===== config.mk =====
export PLATFORM = sky130hd
export DESIGN_NAME = flash_range_guard
export DESIGN_NICKNAME = d
export VERILOG_FILES = /design/src/rtl/flash_guard_pkg.sv /design/src/rtl/flash_guard_regs.sv /design/src/rtl/flash_guard_match.sv /design/src/rtl/flash_guard_resp.sv /design/src/rtl/flash_range_guard.sv
export SDC_FILE = /design/constraint.sdc
export NUM_CORES = 1
export LEC_CHECK = 0
export BUFFER_PORTS_ARGS = -buffer_cell sky130_fd_sc_hd__buf_4
export CAP_MARGIN = 30
export CORE_MARGIN = 2
export CORE_UTILIZATION = 40
export DETAILED_ROUTE_END_ITERATION = 7
export GPL_TIMING_DRIVEN = 0
export HOLD_SLACK_MARGIN = 0.05
export SETUP_SLACK_MARGIN = 0.05
export SYNTH_ARGS = -nofsm -noshare
export SYNTH_HDL_FRONTEND = slang
export SYNTH_HIERARCHICAL = 1
export SYNTH_SLANG_ARGS = --single-unit

===== constraint.sdc =====
create_clock -name clk -period 3.5 [get_ports clk]
set_input_delay 0.525 -clock clk [delete_from_list [all_inputs] [get_ports clk]]
set_output_delay 0.525 -clock clk [all_outputs]
set_load 0.02 [all_outputs]

===== src/rtl/flash_guard_pkg.sv =====
package flash_guard_pkg;

  localparam int FLASH_AW   = 25;
  localparam int PAGE_SHIFT = 12;
  localparam int PAGE_W     = FLASH_AW - PAGE_SHIFT;
  localparam int CFG_W      = 32;

  // field positions inside a range word
  localparam int WP_BIT   = 31;
  localparam int RP_BIT   = 15;
  localparam int UP_LSB   = 16;
  localparam int LO_LSB   = 0;

  typedef struct packed {
    logic              wp;
    logic              rp;
    logic [PAGE_W-1:0] upper;
    logic [PAGE_W-1:0] lower;
  } range_cfg_t;

  function automatic range_cfg_t unpack_range(input logic [CFG_W-1:0] w);
    range_cfg_t r;
    r.wp    = w[WP_BIT];
    r.rp    = w[RP_BIT];
    r.upper = w[UP_LSB +: PAGE_W];
    r.lower = w[LO_LSB +: PAGE_W];
    return r;
  endfunction

endpackage


===== src/rtl/flash_guard_regs.sv =====
module flash_guard_regs
  import flash_guard_pkg::*;
#(
  parameter int NUM_RANGES = 5,
  parameter int IDX_W      = (NUM_RANGES > 1) ? $clog2(NUM_RANGES) : 1
) (
  input  logic                         clk,
  input  logic                         rst_n,
  input  logic                         wr_en,
  input  logic [IDX_W-1:0]             wr_idx,
  input  logic [CFG_W-1:0]             wr_data,
  input  logic                         lock_req,
  output logic                         locked,
  output range_cfg_t [NUM_RANGES-1:0]  cfg
);

  logic       lock_q, lock_d;
  logic       wr_ok;
  range_cfg_t new_cfg;

  // the write is judged against the lock state before this edge
  assign wr_ok   = wr_en & ~lock_q & (int'(wr_idx) < NUM_RANGES);
  assign new_cfg = unpack_range(wr_data);
  assign lock_d  = lock_q | lock_req;

  always_ff @(posedge clk or negedge rst_n) begin
    if (!rst_n) lock_q <= 1'b0;
    else        lock_q <= lock_d;
  end

  for (genvar g = 0; g < NUM_RANGES; g++) begin : g_entry
    logic       sel;
    range_cfg_t entry_q, entry_d;

    assign sel = wr_ok & (int'(wr_idx) == g);

    always_comb begin
      entry_d = entry_q;
      if (sel) entry_d = new_cfg;
    end

    always_ff @(posedge clk or negedge rst_n) begin
      if (!rst_n)   entry_q <= '0;
      else if (sel) entry_q <= entry_d;
    end

    assign cfg[g] = entry_q;
  end

  assign locked = lock_q;

endmodule


===== src/rtl/flash_guard_match.sv =====
module flash_guard_match
  import flash_guard_pkg::*;
#(
  parameter int NUM_RANGES = 5
) (
  input  range_cfg_t [NUM_RANGES-1:0] cfg,
  input  logic [FLASH_AW-1:0]         addr,
  input  logic                        is_write,
  output logic [NUM_RANGES-1:0]       viol
);

  logic [PAGE_W-1:0] page;
  assign page = addr[FLASH_AW-1:PAGE_SHIFT];

  for (genvar g = 0; g < NUM_RANGES; g++) begin : g_cmp
    logic above_lo, below_up, guarded;
    assign above_lo = page >= cfg[g].lower;
    assign below_up = page <= cfg[g].upper;
    assign guarded  = is_write ? cfg[g].wp : cfg[g].rp;
    assign viol[g]  = above_lo & below_up & guarded;
  end

endmodule


===== src/rtl/flash_guard_resp.sv =====
module flash_guard_resp (
  input  logic clk,
  input  logic rst_n,
  input  logic req_valid,
  input  logic any_viol,
  input  logic locked,
  input  logic flag_clr,
  output logic rsp_valid,
  output logic rsp_grant,
  output logic rsp_deny,
  output logic flag
);

  logic deny_now;
  logic valid_d, grant_d, deny_d, flag_d;
  logic valid_q, grant_q, deny_q, flag_q;

  assign deny_now = req_valid & locked & any_viol;

  always_comb begin
    valid_d = req_valid;
    grant_d = req_valid & ~deny_now;
    deny_d  = deny_now;
    flag_d  = flag_q;
    if (flag_clr) flag_d = 1'b0;
    if (deny_now) flag_d = 1'b1;   // a new denial wins over a clear
  end

  always_ff @(posedge clk or negedge rst_n) begin
    if (!rst_n) begin
      valid_q <= 1'b0;
      grant_q <= 1'b0;
      deny_q  <= 1'b0;
      flag_q  <= 1'b0;
    end else begin
      valid_q <= valid_d;
      grant_q <= grant_d;
      deny_q  <= deny_d;
      flag_q  <= flag_d;
    end
  end

  assign rsp_valid = valid_q;
  assign rsp_grant = grant_q;
  assign rsp_deny  = deny_q;
  assign flag      = flag_q;

endmodule


===== src/rtl/flash_range_guard.sv =====
module flash_range_guard
  import flash_guard_pkg::*;
#(
  parameter int NUM_RANGES = 5,
  localparam int IDX_W     = 3
) (
  input  logic                clk,
  input  logic                rst_n,
  input  logic                cfg_we,
  input  logic [IDX_W-1:0]    cfg_idx,
  input  logic [CFG_W-1:0]    cfg_wdata,
  input  logic                lock_in,
  input  logic                req_valid,
  input  logic [FLASH_AW-1:0] req_addr,
  input  logic                req_kind,
  input  logic                viol_clr,
  output logic                rsp_valid,
  output logic                rsp_grant,
  output logic                rsp_deny,
  output logic                viol_flag
);

  logic                        lock_q;
  range_cfg_t [NUM_RANGES-1:0] cfg_q;
  logic [NUM_RANGES-1:0]       viol_vec;

  flash_guard_regs #(.NUM_RANGES(NUM_RANGES), .IDX_W(IDX_W)) u_regs (
    .clk      (clk),
    .rst_n    (rst_n),
    .wr_en    (cfg_we),
    .wr_idx   (cfg_idx),
    .wr_data  (cfg_wdata),
    .lock_req (lock_in),
    .locked   (lock_q),
    .cfg      (cfg_q)
  );

  flash_guard_match #(.NUM_RANGES(NUM_RANGES)) u_match (
    .cfg      (cfg_q),
    .addr     (req_addr),
    .is_write (req_kind),
    .viol     (viol_vec)
  );

  flash_guard_resp u_resp (
    .clk       (clk),
    .rst_n     (rst_n),
    .req_valid (req_valid),
    .any_viol  (|viol_vec),
    .locked    (lock_q),
    .flag_clr  (viol_clr),
    .rsp_valid (rsp_valid),
    .rsp_grant (rsp_grant),
    .rsp_deny  (rsp_deny),
    .flag      (viol_flag)
  );

endmodule


Word-level counts from Yosys, hierarchy flattened. Index checks and enable logic that the tools add are counted.

Memories: 0. Latch bits: 0. RAM bits: 0. Flip-flop bits (word level): 145. Bits in read-only memories: 0.

Shifts and indexed selects: 0. Multiply operators: 0. Add/sub/neg operators: 0. Equal/unequal tests: 4. Reduce and logical (&&, ||, !) cells: 3. Divide/modulo/power cells: 0. Bitwise logic cells: 23. $lt $le $gt $ge: 11. Muxes and demuxes: 7.

Operators with widths (count): >= comparator 13 bit (5); less-or-equal comparator 13 bit (5); bitwise AND 1 bit (20); equality test 3 bit, second input constant (3); 2-to-1 mux 1 bit (7); OR reduction 5 bit (1); equality test 3 x 2 -> 1 bit, second input constant (1); logical NOT 3 bit (1); less-than comparator 3 bit, second input constant (1); NOT 1 bit (2); nonzero test 2 bit (1); bitwise OR 1 bit (1).

Longest topological paths before layout. Gate-level depths: netlist of run 1.

Word-level depth: 7. Mapped depth: 11.

By module. Netlist of run 1, hierarchy kept.

Modules (own cells, without submodules): flash_guard_regs (seq. area each 3528.4 um^2, cells each 302, area an instance 5301.3 um^2, instances 1); flash_guard_match (seq. area each 0.0 um^2, cells each 439, area an instance 3239.4 um^2, instances 1); flash_guard_resp (seq. area each 100.1 um^2, cells each 8, area an instance 130.1 um^2, instances 1); flash_range_guard (seq. area each 0.0 um^2, cells each 3, area an instance 12.5 um^2, instances 1).

Least setup slack after synthesis of run 1. No wires, ideal clock.

Path kind: input-to-reg. From: input req_addr[18]. To: register u_resp.flag_q, in the netlist u_resp/flag. Setup slack: 1214 ps. Arrival time: 2168 ps. Buffers on the path: 0. Stages on the path: 10. Setup time: 118 ps. Path through: ha_1 -> a21o_1 -> a21o_1 -> a221o_1 -> o21ai_1 -> a211oi_1 -> nor3_1 -> nand2_1 -> and3_4 -> a21o_1.

Cells in the longest elaborated chain, start to end: 6.

Ends and longest elaborated chain: start, declared (line flash_range_guard.sv:14) `input logic [FLASH_AW-1:0] req_addr,`; >= comparator 13 bit or less-or-equal comparator 13 bit (tied branches) (line flash_guard_match.sv:17, flash_guard_match.sv:18); bitwise AND 1 bit (*) (2 in a row) (line flash_guard_match.sv:20) `assign viol[g] = above_lo & below_up & guarded;`; via viol_vec[1] (line flash_range_guard.sv:25) `logic [NUM_RANGES-1:0] viol_vec;`; OR reduction 5 bit (*) (line flash_range_guard.sv:49) `.any_viol (|viol_vec),`; bitwise AND 1 bit (*) (line flash_guard_resp.sv:18) `assign deny_now = req_valid & locked & any_viol;`; via u_resp.deny_d (line flash_guard_resp.sv:15) `logic valid_d, grant_d, deny_d, flag_d;`; 2-to-1 mux 1 bit or nonzero test 2 bit (tied branches); end signal, assigned (line flash_guard_resp.sv:39) `flag_q <= flag_d;`; end, declared (line flash_guard_resp.sv:16) `logic valid_q, grant_q, deny_q, flag_q;`.

Mark *: on every way through the listed nets, which the timed path passes. The rest lies on a longest branch. A chain may end at the register's enable or synchronous reset.

Worst setup path after layout of run 1.
From: register u_regs.g_entry[0].entry_q, in the netlist u_regs/cfg[24]. To: register u_resp.flag_q, in the netlist u_resp/flag.

Cells in the longest elaborated chain, start to end: 6.

Ends and longest elaborated chain: start, declared (line flash_guard_regs.sv:33) `range_cfg_t entry_q, entry_d;`; start signal, assigned (line flash_guard_regs.sv:44) `else if (sel) entry_q <= entry_d;`; less-or-equal comparator 13 bit (*) (line flash_guard_match.sv:18) `assign below_up = page <= cfg[g].upper;`; bitwise AND 1 bit (*) (2 in a row) (line flash_guard_match.sv:20); via viol_vec[0] (line flash_range_guard.sv:25); OR reduction 5 bit (*) (line flash_range_guard.sv:49); bitwise AND 1 bit (*) (line flash_guard_resp.sv:18); via u_resp.deny_d (line flash_guard_resp.sv:15); 2-to-1 mux 1 bit or nonzero test 2 bit (tied branches).

Marked as above.

==> results of run 1 <==
-- power groups by stage --
stage	clock (W)	sequential, W	combinational (W)
after floorplan	0	0.00179	0.000287
after global placement	0	0.00180	0.000500
after detailed placement	0	0.00180	0.000515
after CTS	0.00192	0.00177	0.000519
after global routing	0.00200	0.00177	0.000585
final	0.00189	0.00177	0.000511
-- final cells by class --
class	count	area, um^2
buffer	14	120
clock buffer	19	443
clock inverter	12	159
fill	2009	11100
inverter	127	477
multi-input combinational	466	4460
sequential	145	3630
tap	275	344
timing repair buffer	54	429
-- per-stage QoR --
stage	util	hold WS [ns]	setup slack, ns	cells	instance area, um^2
after CTS	0.475	0.190	0.598	1112	10100
after detailed placement	0.447	0.474	0.294	1081	9460
after global routing	0.475	0.213	0.487	1112	10100
final	0.475	0.171	0.505	1112	10100
after floorplan	-	0.229	1.21	752	8680
after global placement	0.446	0.474	0.304	1080	9430
-- how the worst max path moves through the flow --
stage,depth (start not counted),slack (ns),end
2_1_floorplan,10,1.21,u_resp/flag
3_3_place_gp,11,0.30,u_resp/flag
5_1_grt,11,0.49,u_resp/flag
6_report,11,0.50,u_resp/flag
4_1_cts,11,0.60,u_resp/flag
3_5_place_dp,11,0.29,u_resp/flag
-- cells by family after synthesis --
family / count (synthesis) / synth area share
buffers and inverters: 141 / 0.0687
adders and majority gates: 130 / 0.187
and+or+nand+nor: 88 / 0.0576
DFF: 145 / 0.418
muxes: 145 / 0.188
AOI/OAI and AO/OA: 103 / 0.0804
-- cells in the mapped netlist, drive strengths merged (2+ instances only) --
| cell type | number |
|---|---|
| and3 | 2 |
| nand4 | 17 |
| nor2 | 16 |
| o211ai | 2 |
| and2 | 2 |
| nand3 | 18 |
| nand2 | 15 |
| o21ai | 11 |
| a21oi | 36 |
| ha | 130 |
| inv | 127 |
| a21boi | 5 |
| a211o | 3 |
| buf | 14 |
| nand3b | 2 |
| nor3 | 3 |
| a31oi | 2 |
| dfrtp | 145 |
| o31a | 2 |
| mux2 | 142 |
| o31ai | 3 |
| a221oi | 4 |
| a21o | 16 |
| nor2b | 3 |
| a221o | 2 |
| mux2i | 3 |
| and4 | 4 |
| a211oi | 6 |
-- worst max-delay path, stage by stage, from the launching register on --
cell	delay [ns]
dfrtp_1	0.35
inv_1	0.05
ha_1	0.32
and4_4	0.21
nand4_1	0.19
nor3_1	0.15
o41ai_1	0.70
a211oi_1	0.11
nor3_1	0.22
nand2_1	0.18
and3_4	0.23
a21o_1	0.15
-- routing by layer --
metal,routed length [um],up-vias
met1,9950,2834
met5,0,-
met2,9230,100
met3,794,24
met4,330,0
li1,-,2809
-- sequential cells by signal, summed over array words and instances (netlist names) --
signal            cells
u_regs/cfg          140
u_resp/rsp_deny       1
u_resp/flag           1
u_resp/rsp_grant      1
u_regs/locked         1
u_resp/rsp_valid      1
==> reports/qor.csv, run 1 <==
metric;value;unit
share of post-route cells with drive strength above 1;0.296;
Global Route met3 Usage;0.0367;
worst slew pin tran;0.804;ns
final wirelength;20.3;mm
Most Crowded Layer GR;met2;
Max-slew headroom;0.464;
post-synthesis sequential area ratio;0.418;
area grow syn2layout;15.8;%
setup bufs post-CTS;0;
vias;5767;
DRC Markers;0;
CP arrival;3.31;ns
origin of the worst setup path;u_regs/cfg[24];
num ports;71;
CTS Hold Bufs;0;
Post-Synthesis Cells;752;
Detail Route Antenna Nets;0;
most frequent cells in the layout;145 x dfrtp_1, 141 x mux2_2, 130 x ha_1, 127 x inv_1, 52 x buf_4;
grt total ovfl;0;
FF-to-FF Start;u_regs/cfg[24];
clk_lat worst skew;0.43;ns
RSZ-0062 raised after global routing;no;
Yosys warnings;6;
vias per cell;5.19;
synthesized area;8680;um^2
number of port buffers;53;
pwr dens;414;nW/um^2
Gate power share;0.123;
Flop pwr share;0.424;
cells on worst reg2reg path;11;
Reg clk slew, reported paths;0.06;ns
syn_nets;949;
GRT Total Usage;0.190;
status;completed;
period utilization;0.856;
die width;151;um
clock share of power;0.453;
DP HPWL;15.0;mm
post-synthesis async set-or-reset flop share;1.00;
count of final hold-check violations;0;
CP Class;flop to flop;
routability cong.;0.861;
Antenna Cells;0;
final setup vio count;0;
Post-synth EDFFs;0;
DR iter-0 viols;282;
Longest Clk Path Bufs;2;
Core Footprint;21200;um^2
fin nets;1022;
DR WL/cell;18.3;um
syn avg cell area;11.5;um^2
commonest non-fill, non-tap cell in the layout;dfrtp_1;
CP required;3.82;ns
CTS Buf Count;17;
setup TNS;0;ns
Min-Delay Path Class;primary input to asynchronous set/reset pin;
crit end category;flop;
grt met1 use;0.262;
Initial Util;0.410;
cell internal pwr;0.00311;W
DRT Pass-1 Iters;5;
grt met2 use;0.302;
Synth Register Bits;145;
leading area contributor after synthesis;dfrtp_1;
Netlist cell types;54;
DIE AREA;22900;um^2
Fmax;334;MHz
Die Ht;151;um
Cell Rows;53;
Sw Pwr;0.00106;W
Reg2Reg Setup Slack;0.50;ns
initial antenna violation count;0;
Top FF cell, synth;dfrtp_1;
Pins Over Slew Limit;0;
total power;0.00417;W
max cap viols;0;
clk sinks;145;
Switching Share;0.254;
Worst setup SP type;flop;
Post-CTS Resized;0;
Root Driver;clkbuf_16;
H-Tree Level Count;4;
clock skew;0.00536;ns
R2R Path End;u_resp/flag;
minimum clock period;3.00;ns
first-pass GRT wire length;32.2;mm
TritonCTS clock tree;built;
leading post-synthesis cells by cell area;dfrtp_1 42%, ha_1 19%, mux2_2 18%;
Leak;4.87;nW
largest net degree at the start of global routing;85;
Crit Path Max Fanout;3;
post-synth top area share;0.418;
vias in the first global route;5905;
peak supply drop;0.354;mV
Power figures use the tool's default switching activity.
==> run 2: changes to the inputs <==
--- a/config.mk
+++ b/config.mk
@@ -9,6 +9,7 @@
 export CAP_MARGIN = 30
 export CORE_MARGIN = 2
 export CORE_UTILIZATION = 40
+export CTS_BUF_LIST = sky130_fd_sc_hd__clkbuf_8 sky130_fd_sc_hd__clkbuf_16
 export DETAILED_ROUTE_END_ITERATION = 7
 export GPL_TIMING_DRIVEN = 0
 export HOLD_SLACK_MARGIN = 0.05
==> reports/qor.csv, run 2 (synthesis gave the netlist of run 1 again) <==
metric;value;unit
status;completed;
clock skew;0.00536;ns
die width;151;um
setup bufs post-CTS;0;
num ports;71;
Reg clk slew, reported paths;0.06;ns
largest net degree at the start of global routing;85;
DIE AREA;22900;um^2
Antenna Cells;0;
finished layout cell area;10100;um^2
fin nets;1022;
max cap viols;0;
worst slew pin tran;0.804;ns
grt total ovfl;0;
commonest non-fill, non-tap cell in the layout;dfrtp_1;
share of post-route cells with drive strength above 1;0.296;
clk_lat worst skew;0.43;ns
vias per cell;5.19;
CTS Hold Bufs;0;
CP required;3.82;ns
Largest stage delay, worst path;0.70;ns
DRC Markers;0;
placed inst area;9460;um^2
Post-CTS Resized;0;
DR iter-0 viols;282;
Longest Clk Path Bufs;2;
worst path bufs/invs;1;
Leak;4.88;nW
area grow syn2layout;15.8;%
minimum clock period;3.00;ns
RSZ-0062 raised after global routing;no;
Detail Route Antenna Nets;0;
critical path's most frequent cell;nor3_1;
CP cell instances;inv_1 -> ha_1 -> and4_4 -> nand4_1 -> nor3_1 -> o41ai_1 -> a211oi_1 -> nor3_1 -> nand2_1 -> and3_4 -> a21o_1;
pwr dens;414;nW/um^2
share of the core filled with cells;0.475;
Setup WS post-layout;0.505;ns
Placement Setup Slack;0.294;ns
Reg2Reg Setup Slack;0.50;ns
most frequent cells in the layout;145 x dfrtp_1, 141 x mux2_2, 130 x ha_1, 128 x inv_1, 52 x buf_4;
final setup vio count;0;
filler instances;2009;
CP Class;flop to flop;
GRT Total Usage;0.190;
CP arrival;3.31;ns
number of port buffers;53;
vias in the first global route;5905;
clk sinks;145;
peak supply drop;0.354;mV
Worst setup SP type;flop;
count of final hold-check violations;0;
period utilization;0.856;
CTS Buf Count;17;
routability cong.;0.861;
TritonCTS clock tree;built;
crit end category;flop;
Cell Rows;53;
Register Area;3630;um^2
H-Tree Level Count;4;
initial antenna violation count;0;
Min-Delay Path Class;primary input to asynchronous set/reset pin;
first-pass GRT wire length;32.2;mm
final wirelength;20.3;mm
DRT Pass-1 Iters;5;
Crit Path Max Fanout;3;
setup TNS;0;ns
Critical Path Slowest Stage Cell;o41ai_1;
CP top delay family;simple AND/OR/NAND/NOR gates;
Die Ht;151;um
Core Footprint;21200;um^2
Root Driver;clkbuf_16;
vias;5767;
Pins Over Slew Limit;0;
Multi-input gate area;4460;um^2
Fmax;334;MHz
DR WL/cell;18.3;um
Initial Util;0.410;
max reg flops;140;
Max-slew headroom;0.464;
DP HPWL;15.0;mm
==> run 2: changes by cell type in the layout (fill, tap and decap cells not counted) <==
cell	change
clkbuf_1	-1
inv_1	+1
==> run 2: metal layers <==
| layer | up-vias | share of wire | GRT usage |
|---|---|---|---|
| met4 | 0 | 0.016 | 0.0607 |
| met1 | 2834 | 0.49 | 0.262 |
| li1 | 2809 | - | - |
| met5 | - | 0 | 0 |
| met2 | 100 | 0.45 | 0.302 |
| met3 | 24 | 0.039 | 0.0367 |
==> run 2: worst paths after layout <==
kind,from,to,cells after the start
min in group clk,req_valid,u_resp/rsp_valid,1
max,u_regs/cfg[24],u_resp/flag,11
max in group asynchronous,rst_n,u_regs/cfg[7],2
max reg2reg,u_regs/cfg[24],u_resp/flag,11
min reg2reg,u_resp/flag,u_resp/flag,1
min,rst_n,u_resp/flag,1
==> run 2: per-stage QoR <==
stage	hold slack [ns]	power, W	instances
3_3_place_gp	0.474	0.00230	1080
5_1_grt	0.213	0.00436	1112
3_5_place_dp	0.474	0.00231	1081
2_1_floorplan	0.229	0.00208	752
6_report	0.171	0.00416	1112
4_1_cts	0.190	0.00421	1112
==> run 2: worst reg2reg max path: cells and delay by family (launching register included) <==
family / cells / cell delay, ns
simple gates: 6 / 1.20
compound gates: 3 / 0.96
flops: 1 / 0.35
fa+ha+maj: 1 / 0.32
buf+inv: 1 / 0.05
==> run 2: layout make-up <==
class                   count  area share
clock buffers              18      0.0437
inverters                 127      0.0474
well taps                 275      0.0342
multi-input cells         466       0.443
repair buffers             54      0.0427
plain buffers              14      0.0119
clock inverters            13      0.0162
flip-flops and latches    145       0.361
==> run 2: report_power, final <==
group | internal (W) | total [W] | switching [W]
combinational | 0.000228 | 0.000511 | 0.000283
clock | 0.00114 | 0.00189 | 0.000748
sequential | 0.00174 | 0.00177 | 0.0000294
total | 0.00310 | 0.00416 | 0.00106
